===== src/rtl/rx_desc_wb.sv =====
module rx_desc_wb #(
  parameter int MAX_DESC = 16,
  parameter int BUFKB_W  = 6,
  localparam int IW      = $clog2(MAX_DESC)
) (
  input  logic          clk,
  input  logic          rst_n,
  input  logic          reg_we,
  input  logic [IW+2:0] reg_addr,
  input  logic [31:0]   reg_wdata,
  output logic [31:0]   reg_rdata,
  input  logic          fr_valid,
  output logic          fr_ready,
  input  logic [15:0]   fr_len,
  input  logic [15:0]   fr_csum,
  input  logic [4:0]    fr_flags,
  input  logic [15:0]   fr_vlan
);
  localparam int NW = IW + 1;

  logic               rx_en, q_req, q_on;
  logic [NW-1:0]      ndesc;
  logic [BUFKB_W-1:0] buf_kb;
  logic [IW-1:0]      head, tail;
  logic [31:0]        missed;
  logic [127:0]       ring [MAX_DESC];

  wire                desc_sel = reg_addr[IW+2];
  wire [IW-1:0]       r_idx    = reg_addr[IW+1:2];
  wire [1:0]          r_word   = reg_addr[1:0];
  wire [2:0]          r_reg    = reg_addr[2:0];

  wire                take     = fr_valid & fr_ready;
  wire                empty    = head == tail;
  wire [NW-1:0]       head_inc = {1'b0, head} + NW'(1);
  wire [IW-1:0]       head_nxt = (head_inc == ndesc) ? '0 : head_inc[IW-1:0];
  wire [BUFKB_W+9:0]  buf_bytes = {buf_kb, 10'd0};
  wire                too_long = 32'(fr_len) > 32'(buf_bytes);
  wire [15:0]         wb_len   = too_long ? 16'(buf_bytes) : fr_len;
  wire [7:0]          wb_stat  = {fr_flags, 3'b011};
  wire [7:0]          wb_err   = {7'd0, too_long};

  assign fr_ready = rx_en & q_on;

  always_ff @(posedge clk) begin
    if (!rst_n) begin
      rx_en  <= 1'b0;
      q_req  <= 1'b0;
      q_on   <= 1'b0;
      ndesc  <= '0;
      buf_kb <= '0;
      head   <= '0;
      tail   <= '0;
      missed <= '0;
      for (int i = 0; i < MAX_DESC; i++) ring[i] <= '0;
    end else begin
      q_on <= q_req;
      if (reg_we && !desc_sel) begin
        case (r_reg)
          3'd0: rx_en  <= reg_wdata[0];
          3'd1: q_req  <= reg_wdata[25];
          3'd2: ndesc  <= reg_wdata[IW+4:4];
          3'd3: buf_kb <= reg_wdata[BUFKB_W-1:0];
          3'd4: head   <= reg_wdata[IW-1:0];
          3'd5: tail   <= reg_wdata[IW-1:0];
          default: ;
        endcase
      end
      if (reg_we && desc_sel) ring[r_idx][r_word*32 +: 32] <= reg_wdata;
      if (take) begin
        if (empty) missed <= missed + 32'd1;
        else begin
          ring[head][127:64] <= {fr_vlan, wb_err, wb_stat, fr_csum, wb_len};
          head <= head_nxt;
        end
      end
    end
  end

  always_comb begin
    reg_rdata = '0;
    if (desc_sel) reg_rdata = ring[r_idx][r_word*32 +: 32];
    else begin
      case (r_reg)
        3'd0: reg_rdata[0]            = rx_en;
        3'd1: reg_rdata[25]           = q_on;
        3'd2: reg_rdata[IW+4:4]       = ndesc;
        3'd3: reg_rdata[BUFKB_W-1:0]  = buf_kb;
        3'd4: reg_rdata[IW-1:0]       = head;
        3'd5: reg_rdata[IW-1:0]       = tail;
        3'd6: reg_rdata               = missed;
        default: ;
      endcase
    end
  end
endmodule


===== config.mk =====
export PLATFORM = sky130hd
export DESIGN_NAME = rx_desc_wb
export DESIGN_NICKNAME = d
export VERILOG_FILES = /design/src/rtl/rx_desc_wb.sv
export SDC_FILE = /design/constraint.sdc
export NUM_CORES = 2
export LEC_CHECK = 0
export CAP_MARGIN = 5
export CORE_ASPECT_RATIO = 1.1
export CORE_MARGIN = 2
export CORE_UTILIZATION = 45
export CTS_BUF_LIST = sky130_fd_sc_hd__clkbuf_16
export CTS_CLUSTER_SIZE = 30
export DETAILED_ROUTE_END_ITERATION = 8
export DONT_BUFFER_PORTS = 1
export SYNTH_ARGS = -nofsm -noshare
export SYNTH_HDL_FRONTEND = slang
export SYNTH_SLANG_ARGS = --single-unit

===== constraint.sdc =====
create_clock -name clk -period 7.35 [get_ports clk]
set_input_delay 0 -clock clk [delete_from_list [all_inputs] [get_ports clk]]
set_output_delay 0 -clock clk [all_outputs]
set_load 0.02 [all_outputs]

==> Word level (Yosys, flattened, before mapping) <==
Memory sizes are Yosys's and may differ from the RTL's.
Index checks and enable logic that the tools add are counted.
{ "classes": {"n_addsub": 3, "mul": 0, "n_div": 0, "magnitude_cmp": 1, "n_eq_ne": 8, "shift": 3, "n_mux": 28, "bitwise_logic": 2, "n_reduce_logical": 12} }
{ "ops": {"columns": ["operator", "count"], "rows": [
  ["$mux 128", 4],
  ["$reduce_or 128->1", 2],
  ["$shift 32x34->128 const A", 1],
  ["$shiftx 128x8->32", 1],
  ["$shiftx 32x34->128", 1],
  ["$neg 7->34", 1],
  ["$add 32x1->32 const B", 1],
  ["$mux 16", 2],
  ["$mux 32", 1],
  ["$mux 4", 7],
  ["$gt 16x16->1", 1],
  ["$pmux 3 s4", 1],
  ["$reduce_and 2->1", 6],
  ["$eq 3x3->1 const B", 3],
  ["$mux 1", 7],
  ["$eq 3x2->1 const B", 2],
  ["$mux 6", 1],
  ["$pmux 2 s3", 1],
  ["$pmux 3 s2", 1],
  ["$add 4x1->5 const B", 1],
  ["$eq 5x5->1", 1],
  ["$pmux 1 s5", 1],
  ["$eq 4x4->1", 1],
  ["$eq 3x1->1 const B", 1],
  ["6 further kinds", 8]
]} }
{ "totals": {"reg_bits": 54, "latchBits": 0, "ramBits": 2048, "romBits": 0, "inputBits": 96, "output_inout_bits": 33, "wordCells": 66, "memories": 1} }
{ "memory_table": {"columns": ["name", "depth", "word_bits", "read_ports", "rd_ports_with_merged_regs", "write_ports", "line", "source"], "rows": [
  ["ring", 16, 128, 1, 0, 16, "26", "logic [127:0] ring [MAX_DESC];"]
]} }

==> Depth between registers and ports, before layout <==
{ "depth": {"word_depth": 7, "depth_mapped": 12, "mapped_depth_nobuf": 8} }

==> Least setup slack after synthesis <==
OpenSTA, ideal clock, no wires.
{ "synth_timing": {"path_kind": "in2reg", "from": "input port reg_addr[0]", "to": "memory ring[3][64] (enable)", "setup_time_ps": 561, "arrival_ps": 2831, "required_time_ps": 6789, "slack_ps": 3958, "path_stages": 12, "path_buffers": 7, "path_cell_list": "buf_2 > inv_1 > clkbuf_1 > clkbuf_1 > ha_1 > and2_1 > buf_2 > buf_2 > nand2_1 > clkbuf_1 > clkbuf_1 > nand3_1"} }
{ "synth_lines": {"columns": ["item", "line", "source"], "rows": [
  ["from (decl)", "9", "input logic [IW+2:0] reg_addr,"],
  ["to (decl)", "26", null]
]} }

==> metrics.txt <==
run status finished clean; post-CTS setup repair buffer count 0; synthesized area 100,000 sq um; number of primary I/O pins 129; Synthesized Nets 8,339; Clock transition at path regs 0.06 ns; router iterations before antenna repair 7; most used flip-flop cell after synthesis sky130_fd_sc_hd__edfxtp_1; async set or reset register ratio after synthesis 0%; leading cell type in the layout, fill and taps excluded sky130_fd_sc_hd__edfxtp_1; power density relative to cell area 240 nW/um^2; Worst EP arrival 6.13 ns; number of global-route vias before repair 70,800; Starting Density 45.2%; internal reg-to-reg setup slack 1.84 ns; number of instances in the synthesized netlist 8,225; aggregate routed wire length 382,000 um; Hold Vio Cnt, Final 0; worst reg2reg startpoint head[2]; Max rail drop VDD 0.234 mV; xor-xnor portion of the synthesized cell area 0.298%; Startpoint Class flop; cell area after placement 102,000 sq um; WS Path Type flop to flop; GRT Overall Usage 33.1%; final period utilization 74.9%; setup TNS after final layout 0 ns; sequential area share after synthesis 61.0%; relative slew slack 3.08%; total die area 226,000 sq um; power after layout 26,500 uW; placement row count 181; layout cells sized above 1 13.4%; R2R depth 8; Syn Area/Cell 12.2 sq um; number of input and output port buffers inserted 0; highest clock frequency the design can meet 182 MHz; most frequent cells in the layout sky130_fd_sc_hd__edfxtp_1, sky130_fd_sc_hd__nor2_1, sky130_fd_sc_hd__nand2_1; DRC violation count after routing 0; routed via count 74,000; maximum root-to-sink buffer count 3; number of fill cells 19,100; CP startpoint head[2]; count of flip-flops with a built-in enable after synthesis 1,888; total of cells resized after clock tree synthesis 0; final core utilization 50.1%; wire length of the first global-routing pass 532,000 um; number of buffers added to fix hold violations after cts 164; final setup violation count 0; H-tree level count 4; Via density 6.69; average detailed-routed wire length per instance 34.5 um; Antenna Nets Post-Route 0; final HPWL from detailed placement 210,000 um; max-cap check violation count 0; post-route insts no fill 11,100; flops & latches, synth 2,102; combinational family with the most area after synthesis simple AND/OR/NAND/NOR gates; Post-Synth Adder-Cell Area 0.225%; worst reg2reg path endpoint ring[4][113]; hold crit path type primary input to flop; Post-Synth Simple-Gate Area 12.3%; net count reported at finish 8,024; cell at the root of the clock tree sky130_fd_sc_hd__clkbuf_16; area inside the core boundary 221,000 sq um; synthesized-area fraction occupied by ao, oa, aoi and oai cells 10.1%; Final min period 5.51 ns; Placer Congestion 0.883; critical path fanouts, max 47; maximum number of pins on one net before global-route repair 655; count of final max-slew check failures 0; min-delay src rst_n; number of antenna violations at the first check in global routing 54; Cell Count Post-Placement 10,500; worst skew pair latency 0.90 ns; clock tree skew after final layout 0.0412 ns; die height 498 um; endpoint type of the worst setup path flop; number of buffers added by the clock tree synthesis step 213; CP endpoint ring[4][113]; data required time at the worst endpoint 7.98 ns; 1st-iter DRT viols 12,300; setup repair after global routing missed its margin false; count of synthesis-stage warnings from yosys 0; transition time at the pin with the least slew margin 1.45 ns; proportion of synthesized area in mux cells 11.8%; Layout area overhead 10.7%; Leak Pwr 0.0352 uW; CTS tree yes; number of distinct library cells after synthesis 74; GRT Residual Overflow 0; area of all placed cells without fillers 111,000 sq um; horizontal die dimension 453 um; clk sinks 2,102
## state kept, by name, summed over array words and instances, names as in the netlist
register / count
missed: 32
ring: 2048
q_req: 1
q_on: 1
ndesc: 5
head: 4
rx_en: 1
tail: 4
buf_kb: 6
## cells in the mapped netlist (5+ instances only)
cell / number / area, sq um
sky130_fd_sc_hd__a221oi_1: 18 / 158
sky130_fd_sc_hd__nand2_1: 990 / 3720
sky130_fd_sc_hd__ha_1: 18 / 225
sky130_fd_sc_hd__a31oi_1: 137 / 857
sky130_fd_sc_hd__o221ai_1: 40 / 350
sky130_fd_sc_hd__mux4_2: 376 / 8470
sky130_fd_sc_hd__nor2b_1: 33 / 206
sky130_fd_sc_hd__a211oi_1: 42 / 315
sky130_fd_sc_hd__xor2_1: 9 / 78.8
sky130_fd_sc_hd__nand4_1: 124 / 776
sky130_fd_sc_hd__buf_1: 45 / 169
sky130_fd_sc_hd__a22oi_1: 42 / 315
sky130_fd_sc_hd__buf_6: 39 / 439
sky130_fd_sc_hd__or3_1: 128 / 801
sky130_fd_sc_hd__o21ai_1: 6 / 30.0
sky130_fd_sc_hd__a211o_1: 17 / 149
sky130_fd_sc_hd__nor3_1: 38 / 190
sky130_fd_sc_hd__buf_4: 51 / 383
sky130_fd_sc_hd__nand2b_1: 13 / 81.3
sky130_fd_sc_hd__xnor2_1: 25 / 219
sky130_fd_sc_hd__nand3_1: 185 / 926
sky130_fd_sc_hd__clkbuf_1: 626 / 2350
sky130_fd_sc_hd__buf_2: 167 / 836
sky130_fd_sc_hd__and2_1: 35 / 219
sky130_fd_sc_hd__o2111ai_1: 8 / 70.1
sky130_fd_sc_hd__a2111oi_0: 40 / 350
sky130_fd_sc_hd__o21ai_0: 307 / 1540
sky130_fd_sc_hd__and2_0: 6 / 37.5
sky130_fd_sc_hd__a21oi_1: 98 / 490
sky130_fd_sc_hd__o31ai_1: 595 / 4470
sky130_fd_sc_hd__mux2_2: 17 / 191
sky130_fd_sc_hd__mux2i_1: 312 / 3120
sky130_fd_sc_hd__o22ai_1: 74 / 463
sky130_fd_sc_hd__inv_1: 15 / 56.3
sky130_fd_sc_hd__a222oi_1: 5 / 50.1
sky130_fd_sc_hd__o211ai_1: 33 / 248
sky130_fd_sc_hd__edfxtp_1: 1888 / 56700
sky130_fd_sc_hd__and3_1: 16 / 100
sky130_fd_sc_hd__dfxtp_1: 214 / 4280
sky130_fd_sc_hd__nor2_1: 1325 / 4970
## routing by layer
metal	routed length (um)	part of all wire (%)	track usage, %
met5	302	0.079	0
met4	29700	7.8	23.1
met3	46400	12	8.54
met2	174000	45	50.8
met1	132000	35	41.0
## final cells by class
class	instances	area, sq um	area share (%)
inverters	16	61.3	0.0554
well taps	2928	3660	3.31
clock buffers	221	5530	4.99
flip-flops and latches	2102	61000	55.1
diodes	33	82.6	0.0746
clock inverters	179	1210	1.09
repair buffers	401	3750	3.38
multi-input cells	5176	35500	32.0
## worst max-delay path, stage by stage (launching register included)
cell and delay (ns):
sky130_fd_sc_hd__dfxtp_1 0.83, sky130_fd_sc_hd__xnor2_1 0.23, sky130_fd_sc_hd__a41oi_2 0.90, sky130_fd_sc_hd__nand3_2 0.15, sky130_fd_sc_hd__dlygate4sd3_1 0.76, sky130_fd_sc_hd__nor2_4 0.79, sky130_fd_sc_hd__buf_4 0.66, sky130_fd_sc_hd__o31ai_1 0.18
sky130_fd_sc_hd__dlygate4sd3_1 0.60
## cell families after synthesis
kind of cell / Yosys count
compound gates: 1491
simple gates: 2928
mux: 705
flops: 2102
xor+xnor: 34
fa+ha+maj: 18
buf+inv: 947
## per-stage QoR
| stage | setup slack, ns | hold slack (ns) |
|---|---|---|
| after global placement | 2.36 | 0.181 |
| final | 1.84 | 0.0228 |
| after CTS | 2.05 | 0.000834 |
| after detailed placement | 2.87 | 0.192 |
| after global routing | 1.64 | 0.0246 |
| after floorplan | 3.96 | 0.156 |
## where the power goes
part / internal [uW] / total [uW] / switching, uW
sequential: 13500 / 13700 / 152
clock: 5950 / 10700 / 4750
combinational: 649 / 2170 / 1520
## how the worst min path moves through the flow
stage / endpoint / slack, ns / depth (start not counted)
3_3_place_gp: rx_en / 0.18 / 2
5_1_grt: ring[6][89] / 0.02 / 2
3_5_place_dp: ring[3][112] / 0.19 / 2
4_1_cts: ring[6][89] / 0.0008 / 2
2_1_floorplan: q_req / 0.16 / 2
6_report: ring[5][104] / 0.02 / 1
Note: power is estimated with default switching activity, not from simulation.
